===== src/rtl/i2c_stat_reg.sv =====
module i2c_stat_reg (
  input  logic       clk,
  input  logic       rst_n,
  input  logic       is_master,
  input  logic       is_tx,
  input  logic       i2c_fmt,
  input  logic       fs_a,
  input  logic       fs_b,
  input  logic       in_frame,
  input  logic       ev_start,
  input  logic       ev_stop,
  input  logic       addr1_hit,
  input  logic       addr2_hit,
  input  logic       gcall_hit,
  input  logic       tdre_set,
  input  logic       rdrf_set,
  input  logic       scl_rise,
  input  logic       scl_fall,
  input  logic       sda_int,
  input  logic       sda_pin,
  input  logic       scl_int,
  input  logic       ack_rx_valid,
  input  logic       ack_rx_bit,
  input  logic       irq_clr,
  input  logic       sr_rd,
  input  logic       sr_wr,
  input  logic [7:0] wdata,
  input  logic       dr_rd,
  input  logic       dr_wr,
  output logic [7:0] rdata
);
  localparam int NF = 7;

  logic [NF:1] flag, arm, set_ev, hw_clr;
  logic        ack_q;

  wire slave_i2c = !is_master && i2c_fmt;
  wire slave_rx  = slave_i2c && !is_tx;
  wire dr_acc    = (dr_wr && is_tx) || (dr_rd && !is_tx);

  assign set_ev[7] = ev_stop && slave_i2c && in_frame;
  assign set_ev[6] = ev_stop && slave_i2c && !in_frame;
  assign set_ev[5] = (tdre_set || rdrf_set) && (slave_i2c ? flag[4] : 1'b1);
  assign set_ev[4] = addr2_hit && slave_rx && !fs_b;
  assign set_ev[3] = is_master && is_tx &&
                     ((scl_rise && (sda_int != sda_pin)) || (scl_fall && scl_int));
  assign set_ev[2] = (addr1_hit || gcall_hit) && slave_rx && !fs_a;
  assign set_ev[1] = gcall_hit && slave_rx && (!fs_a || !fs_b);

  assign hw_clr[7] = irq_clr;
  assign hw_clr[6] = irq_clr;
  assign hw_clr[5] = irq_clr;
  assign hw_clr[4] = ev_start || is_master;
  assign hw_clr[3] = dr_wr || dr_rd;
  assign hw_clr[2] = dr_acc || is_master;
  assign hw_clr[1] = dr_acc || is_master;

  for (genvar i = 1; i <= NF; i++) begin : g_flag
    logic wr0, nxt;
    assign wr0 = sr_wr && !wdata[i];
    assign nxt = set_ev[i] || (flag[i] && !(wr0 && arm[i]) && !hw_clr[i]);
    always_ff @(posedge clk) begin
      if (!rst_n) begin
        flag[i] <= 1'b0;
        arm[i]  <= 1'b0;
      end else begin
        flag[i] <= nxt;
        arm[i]  <= !set_ev[i] && nxt && ((arm[i] && !wr0) || (sr_rd && flag[i]));
      end
    end
  end

  always_ff @(posedge clk) begin
    if (!rst_n)                      ack_q <= 1'b0;
    else if (sr_wr)                  ack_q <= wdata[0];
    else if (ack_rx_valid && is_tx)  ack_q <= ack_rx_bit;
  end

  assign rdata = {flag, ack_q};

  a_r4_estp_source: assert property (@(posedge clk) disable iff (!rst_n)
    $rose(rdata[7]) |-> $past(ev_stop && in_frame && !is_master));
  a_r5_nstp_source: assert property (@(posedge clk) disable iff (!rst_n)
    $rose(rdata[6]) |-> $past(ev_stop && !in_frame && !is_master));
  a_r8_arb_needs_master_tx: assert property (@(posedge clk) disable iff (!rst_n)
    $rose(rdata[3]) |-> $past(is_master && is_tx && (scl_rise || scl_fall)));
  a_r9_master_clears: assert property (@(posedge clk) disable iff (!rst_n)
    is_master |=> (rdata[4] == 1'b0 && rdata[2] == 1'b0 && rdata[1] == 1'b0));
  a_r4_irq_clr_clears: assert property (@(posedge clk) disable iff (!rst_n)
    (irq_clr && !ev_stop && !tdre_set && !rdrf_set) |=> rdata[7:5] == 3'b000);
  a_r2_no_clear_without_read: assert property (@(posedge clk) disable iff (!rst_n)
    (!sr_rd && !irq_clr && !ev_start && !is_master && !dr_rd && !dr_wr && $past(!sr_rd))
      |=> rdata[7:1] == ($past(rdata[7:1]) | rdata[7:1]) || $past(sr_wr));
endmodule


===== config.mk =====
export PLATFORM = sky130hd
export DESIGN_NAME = i2c_stat_reg
export DESIGN_NICKNAME = d
export VERILOG_FILES = /design/src/rtl/i2c_stat_reg.sv
export SDC_FILE = /design/constraint.sdc
export NUM_CORES = 1
export LEC_CHECK = 0
export ABC_AREA = 1
export ABC_CLOCK_PERIOD_IN_PS = 1000
export CAP_MARGIN = 10
export CORE_MARGIN = 10
export CORE_UTILIZATION = 38
export DETAILED_ROUTE_END_ITERATION = 6
export GPL_TIMING_DRIVEN = 0
export PLACE_DENSITY = 0.78
export SLEW_MARGIN = 40
export SYNTH_ARGS = -nofsm -noshare
export SYNTH_HDL_FRONTEND = slang
export SYNTH_SLANG_ARGS = --single-unit
export TNS_END_PERCENT = 50

===== constraint.sdc =====
create_clock -name clk -period 1 [get_ports clk]
set_input_delay 0.1 -clock clk [delete_from_list [all_inputs] [get_ports clk]]
set_output_delay 0.1 -clock clk [all_outputs]
set_load 0.02 [all_outputs]

==> results of run 1 <==
[critical path: cells and delay by family]
family	cells	cell delay, ns
AND/OR/NAND/NOR	2	0.28
buffers and inverters	2	0.76
[power breakdown]
part / switching (µW) / internal (µW) / total (µW)
registers: 9.17 / 611 / 620
logic: 120 / 160 / 280
clock network: 192 / 148 / 341
[metal layers]
metal | up-vias | part of all wire (%) | global-route usage, %
met5 | - | 0 | 0
met4 | 0 | 1.1 | 6.42
met3 | 2 | 5.5 | 2.71
met2 | 31 | 46 | 20.4
met1 | 427 | 47 | 14.1
li1 | 485 | - | -
[cells by family after synthesis]
group	synth area share [%]
buffers and inverters	11.1
AOI/OAI and AO/OA	9.16
DFF	37.9
and+or+nand+nor	41.9
[flip-flops by register name (all words and copies together), names as in the netlist]
register	cells
rdata	7
arm	7
ack_q	1
[metrics by stage]
step                      power, µW  area (µm²)  util (%)
after floorplan                 724         792         -
after global placement          916        1250      63.5
after detailed placement        921        1250      63.5
after CTS                      1250        1240      63.1
after global routing           1320        1250      63.8
final                          1240        1250      63.8
[placed cells by master (no fill, tap or decap), types with 2 or more instances in the layout]
cell type	Yosys	layout
sky130_fd_sc_hd__inv_2	3	3
sky130_fd_sc_hd__nand3_1	12	12
sky130_fd_sc_hd__inv_1	17	17
sky130_fd_sc_hd__clkdlybuf4s50_1	0	31
sky130_fd_sc_hd__dfxtp_1	15	12
sky130_fd_sc_hd__a21oi_1	5	5
sky130_fd_sc_hd__nor2_1	18	17
sky130_fd_sc_hd__dlymetal6s2s_1	0	2
sky130_fd_sc_hd__nor2_2	4	5
sky130_fd_sc_hd__clkbuf_4	0	4
sky130_fd_sc_hd__nor3_1	2	2
sky130_fd_sc_hd__o21ai_0	4	4
sky130_fd_sc_hd__nand2_1	32	32
sky130_fd_sc_hd__dfxtp_2	0	3
sky130_fd_sc_hd__nand4_1	4	4
sky130_fd_sc_hd__buf_2	1	7
[worst max-delay path by stage]
stage	endpoint	slack, ns	start	depth (start not counted)
after floorplan	arm[5]$_SDFF_PN0_	0.14	rdata[5]$_SDFF_PN0_	4
after global placement	rdata[5]$_SDFF_PN0_	-0.36	sr_wr	5
after detailed placement	rdata[5]$_SDFF_PN0_	-0.33	sr_wr	5
after CTS	rdata[3]	-0.02	rdata[3]$_SDFF_PN0_	1
after global routing	rdata[4]$_SDFF_PN0_	0.004	i2c_fmt	7
final	arm[7]$_SDFF_PN0_	0.06	rst_n	4
[area by class of cell]
type / instances / area [µm²] / area share [%]
multi-input combinational: 88 / 407 / 32.5
timing repair buffer: 43 / 398 / 31.8
sequential: 15 / 304 / 24.3
inverter: 20 / 75.1 / 5.99
tap: 27 / 33.8 / 2.70
clock buffer: 3 / 22.5 / 1.80
buffer: 1 / 7.51 / 0.599
clock inverter: 1 / 5.00 / 0.400
[timing repair]
action / in CTS / in global routing
pin swaps: 0 / 1
setup buffers: 0 / 1
setup endpoints to repair: 10 / 10
gates resized for setup: 32 / 11
==> results by stage, run 1 <==
Hold path:
- The tightest min-delay check is of the in2reg type.
- The worst hold path was traced through 4 stages.
- The source of the worst hold timing path is is_master.
- The path with the worst hold slack has its endpoint at rdata[4]$_SDFF_PN0_.

CTS:
- The number of clock sinks is 15.
- The number of H-tree levels is 1.
- The number of buffers added to fix hold violations after cts is 0.
- TritonCTS built the clock tree.
- The clock latency at the later pin of the worst-skew pair is 0.28 ns.
- In this run the deepest clock path goes through 2 buffers.
- The number of clock buffers inserted by TritonCTS is 3.
- Clock tree synthesis selected as its root buffer the cell sky130_fd_sc_hd__clkbuf_4.
- The clock transition at the registers of the reported paths is 0.10 ns.

STA:
- Setup repair after global routing left no endpoint under its margin.
- The count of pins over their slew limit came to 0.
- For this run, the top clock speed supported by timing is ~1.1 GHz.
- The worst slack on hold paths is 0.185 ns.
- The portion of the clock cycle consumed by the worst path in the final layout is 94.2%.
- The final critical-path setup slack is 0.0578 ns.
- The final clock skew is about 0.018 ns.
- In the final timing run, aggregate negative setup slack is 0 ns.
- The smallest clock period supported by the final layout is computed as 0.942 ns.
- In this run the tightest slew margin relative to its limit is 78.7%.
- The count of final hold-check violations is 0.
- For the pin with the worst max-slew slack, the measured transition is 0.318 ns.
- Setup violations remaining at the end of the flow were counted as 0.

Synth:
- Sequential cells were found to cover 37.9% of the synthesized design area.
- In this run, distinct cell masters in the synthesized netlist total 20.
- The total of flip-flops plus latches after synthesis is 15.
- For this run, the number of Yosys warnings is 0.
- Yosys instantiated no cell more often than sky130_fd_sc_hd__nand2_1.
- For this run, the leading register cell type out of synthesis is sky130_fd_sc_hd__dfxtp_1.
- By area the synthesized netlist is led by sky130_fd_sc_hd__dfxtp_1 38%, sky130_fd_sc_hd__nand2_1 15%, sky130_fd_sc_hd__nor2_1 8.5%.
- When the netlist entered floorplanning its net count stood at between 150 and 200.
- The biggest area contributor in the post-synthesis netlist is sky130_fd_sc_hd__dfxtp_1.
- The number of enable flip-flop cells after synthesis is 0.
- After synthesis, the most frequently instantiated cells are 32 x sky130_fd_sc_hd__nand2_1, 18 x sky130_fd_sc_hd__nor2_1, 17 x sky130_fd_sc_hd__inv_1.
- The number of standard cells after synthesis is between 100 and 150.
- The area share of the leading cell type in the synthesized netlist is 37.9%.
- The post-synthesis average cell area is 6.34 µm².
- Of all flip-flops after synthesis, the portion carrying an async set or reset was 0%.
- The summed instance area of the synthesized netlist is between 700 and 800 µm².

Setup path:
- The maximum net fanout on the critical path is 10.
- The slowest stage of the critical path is the sky130_fd_sc_hd__clkdlybuf4s50_1 cell.
- Traced cell by cell, the critical path runs through clkdlybuf4s50_1 -> clkbuf_4 -> nand4_1 -> nor3_1.
- In this design, the stage delay of the slowest critical-path cell is roughly 0.53 ns.
- The worst register-to-register path ends at arm[5]$_SDFF_PN0_.
- The worst register-to-register path begins at rdata[5]$_SDFF_PN0_.
- The classification of the worst setup path is in2reg.
- Across all register-to-register paths, the minimum setup slack is approximately 0.2 ns.
- The kind of capture point of the worst setup path is a flop.
- The startpoint class of the critical path is an input pin.
- The number of cells on the worst reg-to-reg path is 4.
- STA puts the critical path data required time at 1.20 ns.
- The arrival time at the worst endpoint is 1.14 ns.

Flow run:
- The max-capacitance violation count is 0.

Detailed routing:
- The number of detailed-route iterations in the first pass is 4.
- The number of DRC violations after detailed-routing iteration 0 is 54.
- The routed design has 2610 µm of wire.
- For this run, design rule violations remaining after detail routing come to 0.
- In the final routed layout, each cell accounts on average for roughly 13 µm.
- The count of nets left with antenna violations once routing finished came out at 0.
- Detailed routing inserted a total of 945 vias.
- After detailed routing, the number of vias per cell comes to 4.77.

Floorplan:
- The core region area is between 1500 and 2000 µm².
- The initial cell density of the core is roughly two fifths.
- The top-level I/O count is between 40 and 50.
- The floorplan step set the die width to 65.7 µm.
- The floorplan step set the die height to 65.7 µm.
- The floorplan has 16 rows.
- The total die area is 4310 µm².

Power:
- Across the VDD grid, the largest voltage drop is 0.664 mV.
- The leakage power of the design is 0.000611 µW.
- Dividing total power by cell area gives a power density of 991 nW/µm².

Global routing:
- Entering global routing, the biggest net connects 11 pins.
- The first global-routing pass estimated 4170 µm of wire.
- Across every metal layer, demand over resource in global routing totals 12.2%.
- The via count of the first global-routing pass is 934.
- Summed over all layers, the global routing overflow is 0.
- The number of antenna violations at the first check in global routing is 0.

Placement:
- At the end of routability-driven placement, the weighted congestion stood at approximately 0.79.
- OpenSTA, run right after detailed placement, puts the worst setup slack at -0.333 ns.
- The count of buffers added on input and output ports is 42.
- The wire-length estimate of the detail-placed layout is 2160 µm.
- Counting tap cells, the placed design contains a total of 194 instances.

Layout:
- At the end of the flow, the number of nets in the layout was 207.
- The final cell count without fillers is 198.
- The filler cells instantiated in the layout total 194.
- The repair_antennas step left the layout with diodes totalling 0.
- The post-route netlist has 15.8% of its cells at a drive strength greater than 1.
- The layout overhead on the synthesized area is 58.1%.

Run status:
- The run finished with clean final reports.
(Power assumes the default switching activity.)
==> run 2: changes to the inputs <==
--- a/config.mk
+++ b/config.mk
@@ -12,7 +12,7 @@
 export CORE_UTILIZATION = 38
 export DETAILED_ROUTE_END_ITERATION = 6
 export GPL_TIMING_DRIVEN = 0
-export PLACE_DENSITY = 0.78
+export PLACE_DENSITY = 0.81
 export SLEW_MARGIN = 40
 export SYNTH_ARGS = -nofsm -noshare
 export SYNTH_HDL_FRONTEND = slang
==> run 2 against run 1 <==
Against the previous run: critical endpoint is now rdata[0]; global-route usage rose by 0.47 points; clock skew fell by 0.017 ns; highest routed layer unchanged; die area did not move; sequential cell count did not move; sequential power barely moved; sequential share of layout area fell by 0.22 points; routed wire length rose by 2.1%; via count rose by 0.53%; setup slack got worse by 0.0074 ns; largest cell class is now non-clock buffers.
==> results by stage, run 2 (synthesis gave the netlist of run 1 again) <==
Power:
- The part of the total power dissipated in the clock network is 27.7% (+0.2 points).
- The leakage power of the design is 0.000615 µW (+0.74%).
- The internal cell power came to 923 µW (+0.34%).
- The sequential fraction of design power is 49.4% (-0.6 points).
- The total power was 1250 µW (+0.79%).
- The switching part of the total is 26.2% (+0.33 points).
- The power per standard cell area is 994 nW/µm² (+0.29%).
- The combinational fraction of design power is 22.9% (+0.3 points).
- The switching power summed over all nets is 328 µW (+2.1%).
- The worst IR drop on VDD came to 0.555 mV (-16%).

STA:
- The setup violation total in the final timing report is 0 (unchanged).
- The headroom to the max-slew limit is 78.5% (-0.16 points).
- The final clock skew came to 0.000652 ns (-0.0169 ns).
- The portion of the clock cycle consumed by the worst path in the final layout is 95.0% (+0.74 points).
- The final critical-path setup slack is 0.0503 ns (-0.00744 ns).
- The peak clock frequency supported by timing is 1.05 GHz (-0.78%).
- The count of final hold-check violations is 0 (unchanged).
- The transition time of the tightest slew-check pin is 0.321 ns (+0.00238 ns).
- Setup repair after global routing could not meet its margin everywhere.
- The accumulated negative setup slack was 0 ns (unchanged).
- The count of pins over their slew limit is 0 (unchanged).
- The post-layout minimum cycle time is 0.950 ns (+0.00744 ns).

Detailed routing:
- The total DRC errors in the routed layout is 0 (unchanged).
- The routed via count divided by cell count is 4.77 (about the same).
- The number of DRC violations after detailed-routing iteration 0 is 29 (-46%).
- The number of detailed-route iterations in the first pass came to 4 (unchanged).
- The total number of vias is 950 (+0.53%).
- The final antenna-violating net count is 0 (unchanged).
- The total wire length is 2660 µm (+2.1%).
- The routed length per instance is 13.4 µm (+1.6%).

Hold path:
- The source of the worst hold timing path is is_master.
- The worst hold endpoint is rdata[4]$_SDFF_PN0_.
- The worst min-delay path category is in2reg.
- The count of cells along the worst hold path came to 4 (unchanged).

Setup path:
- The maximum net fanout on the critical path came to 2 (-8).
- The depth of the worst register-to-register path is 4 (unchanged).
- The number of buffers and inverters on the critical path is 2 (unchanged).
- The register-to-register setup slack was 0.19 ns (about the same).
- In this run the critical register-to-register path is launched from rdata[5]$_SDFF_PN0_.
- The maximum cell stage delay along the critical path is 0.33 ns (-0.20 ns).
- The data required time of the critical path is 0.90 ns (-0.30 ns).
- The signal on the critical path passes through buf_4 -> buf_6.
- The worst register-to-register path ends at arm[5]$_SDFF_PN0_.
- The startpoint class of the critical path is a flop.
- The arrival time at the worst endpoint came to 0.85 ns (-0.29 ns).
- The setup path with the least slack is of type reg2out.
- The kind of capture point of the worst setup path is a primary output.
- The kind of cell with the highest combined delay along the critical path is flip-flops.
- On the critical path, the stage with the largest delay is an instance of sky130_fd_sc_hd__dfxtp_2.

Floorplan:
- The core region area is 1960 µm² (unchanged).
- The chip width was 65.7 µm (unchanged).
- The die height came to 65.7 µm (unchanged).
- The total die area is 4310 µm² (unchanged).
- The initial cell density of the core was 40.4% (unchanged).
- The top-level I/O count is 43 (unchanged).
- The count of standard-cell rows was 16 (unchanged).

Layout:
- The library cell used most frequently in the layout, excluding fill and tap cells, is sky130_fd_sc_hd__nand2_1.
- Relative to the synthesized area, the layout overhead comes to 58.9%.
- The utilization of the core after routing is 64.2% (+0.32 points).
- The antenna diode count is 0 (unchanged).
- The number of fill cells is 195 (+0.52%).
- The share of post-route cells with drive strength above 1 is 15.7% (-0.092 points).
- The count of nets after finishing is 208 (+0.48%).
- The final cell count without fillers is 199 (+0.51%).
- In the layout the commonest cells are 32 x sky130_fd_sc_hd__nand2_1, 31 x sky130_fd_sc_hd__clkdlybuf4s50_1, 17 x sky130_fd_sc_hd__inv_1, 17 x sky130_fd_sc_hd__nor2_1, 13 x sky130_fd_sc_hd__dfxtp_1.

Global routing:
- The number of antenna violations at the first check in global routing came to 0 (unchanged).
- The maximum number of pins on one net before global-route repair is 11 (unchanged).
- The total global-route track usage is 12.7% (+0.47 points).
- The wire length of the first global-routing pass was 4320 µm (+3.6%).
- The total grt overflow was 0 (unchanged).
- The via count of the first global-routing pass is 959 (+2.7%).

Placement:
- The number of buffers added on ports is 42 (unchanged).
- The post-placement cell count is 194 (unchanged).
- The routability-driven placement congestion ratio is 0.805 (+1.5%).
- The half-perimeter wire length after detailed placement is 2190 µm (+1.3%).
- The worst setup slack before clock tree synthesis is -0.364 ns (-0.0301 ns).

CTS:
- CTS placed an instance of sky130_fd_sc_hd__clkbuf_4 at the clock tree root.
- The CTS tree is yes.
- The clock transition at the registers of the reported paths was 0.09 ns (about the same).
- The maximum clock insertion buffer count is 2 (unchanged).
- The number of clock sinks is 15 (unchanged).
- The number of clock buffers inserted by TritonCTS was 3 (unchanged).
- The number of H-tree levels is 1 (unchanged).
- The clock latency at the later pin of the worst-skew pair came to 0.28 ns (about the same).

Run status:
- The flow ran to the end, and the final reports show no timing, DRC or antenna violations.

Flow run:
- The max-capacitance violation count was 0 (unchanged).
==> run 2: cell count changes in the layout (fill, tap and decap cells not counted) <==
cell | previous run | this run
sky130_fd_sc_hd__dfxtp_1 | 12 | 13
sky130_fd_sc_hd__buf_4 | 1 | 3
sky130_fd_sc_hd__dfxtp_2 | 3 | 2
sky130_fd_sc_hd__clkbuf_4 | 4 | 3
==> run 2: how the worst max path moves through the flow <==
stage	endpoint	slack (ns)	startpoint	cells after the start
2_1_floorplan	arm[5]$_SDFF_PN0_	0.14	rdata[5]$_SDFF_PN0_	4
5_1_grt	arm[6]$_SDFF_PN0_	-0.03	rst_n	4
4_1_cts	rdata[1]	-0.02	rdata[1]$_SDFF_PN0_	1
3_3_place_gp	rdata[5]$_SDFF_PN0_	-0.31	sr_wr	5
3_5_place_dp	rdata[5]$_SDFF_PN0_	-0.36	sr_wr	5
6_report	rdata[0]	0.05	ack_q$_SDFFE_PN0P_	2
==> run 2: layout make-up <==
type                            instances  area (µm²)  area share (%)
Multi-Input combinational cell         88         407            32.3
Timing Repair Buffer                   43         398            31.6
Sequential cell                        15         303            24.1
Inverter                               20        75.1            5.96
Tap cell                               27        33.8            2.68
Clock buffer                            3        22.5            1.79
Buffer                                  2        15.0            1.19
Clock inverter                          1        5.00           0.398
==> run 2: worst min-delay path, delay by kind of cell <==
family	cells	cell delay, ns
buf+inv	1	0.13
simple gates	3	0.20
==> run 2: power groups by stage <==
stage | clock (µW) | sequential [µW] | combinational [µW]
6_report | 346 | 618 | 287
2_1_floorplan | 0 | 642 | 82.2
3_3_place_gp | 0 | 631 | 283
3_5_place_dp | 0 | 632 | 289
5_1_grt | 403 | 620 | 311
4_1_cts | 359 | 617 | 279
==> run 2: metrics by stage <==
step | hold WS, ns | cell area (µm²)
6_report | 0.177 | 1260
5_1_grt | 0.206 | 1260
4_1_cts | 0.428 | 1240
3_5_place_dp | 0.474 | 1250
3_3_place_gp | 0.456 | 1250
2_1_floorplan | 0.245 | 792
==> run 2: routing by layer <==
layer / up-vias / GRT usage (%) / wire [µm]
met1: 423 / 13.3 / 1140
li1: 488 / - / -
met4: 0 / 7.75 / 34
met5: - / 0 / 0
met3: 2 / 1.86 / 141
met2: 37 / 23.1 / 1350
==> run 2: timing repair <==
action	in CTS	in global routing
resized for setup	32	10
hold buffers	0	0
hold endpoints to repair	0	0
pin swaps	0	2
setup buffers	0	1
endpoints found under the setup margin	12	10
cloned	0	0
==> run 3: changes to the inputs <==
--- a/config.mk
+++ b/config.mk
@@ -13,7 +13,7 @@
 export DETAILED_ROUTE_END_ITERATION = 6
 export GPL_TIMING_DRIVEN = 0
 export PLACE_DENSITY = 0.81
-export SLEW_MARGIN = 40
+export SLEW_MARGIN = 20
 export SYNTH_ARGS = -nofsm -noshare
 export SYNTH_HDL_FRONTEND = slang
 export SYNTH_SLANG_ARGS = --single-unit
==> results of run 3 <==
The final DEF is identical to that of run 2; final timing and power are the same.
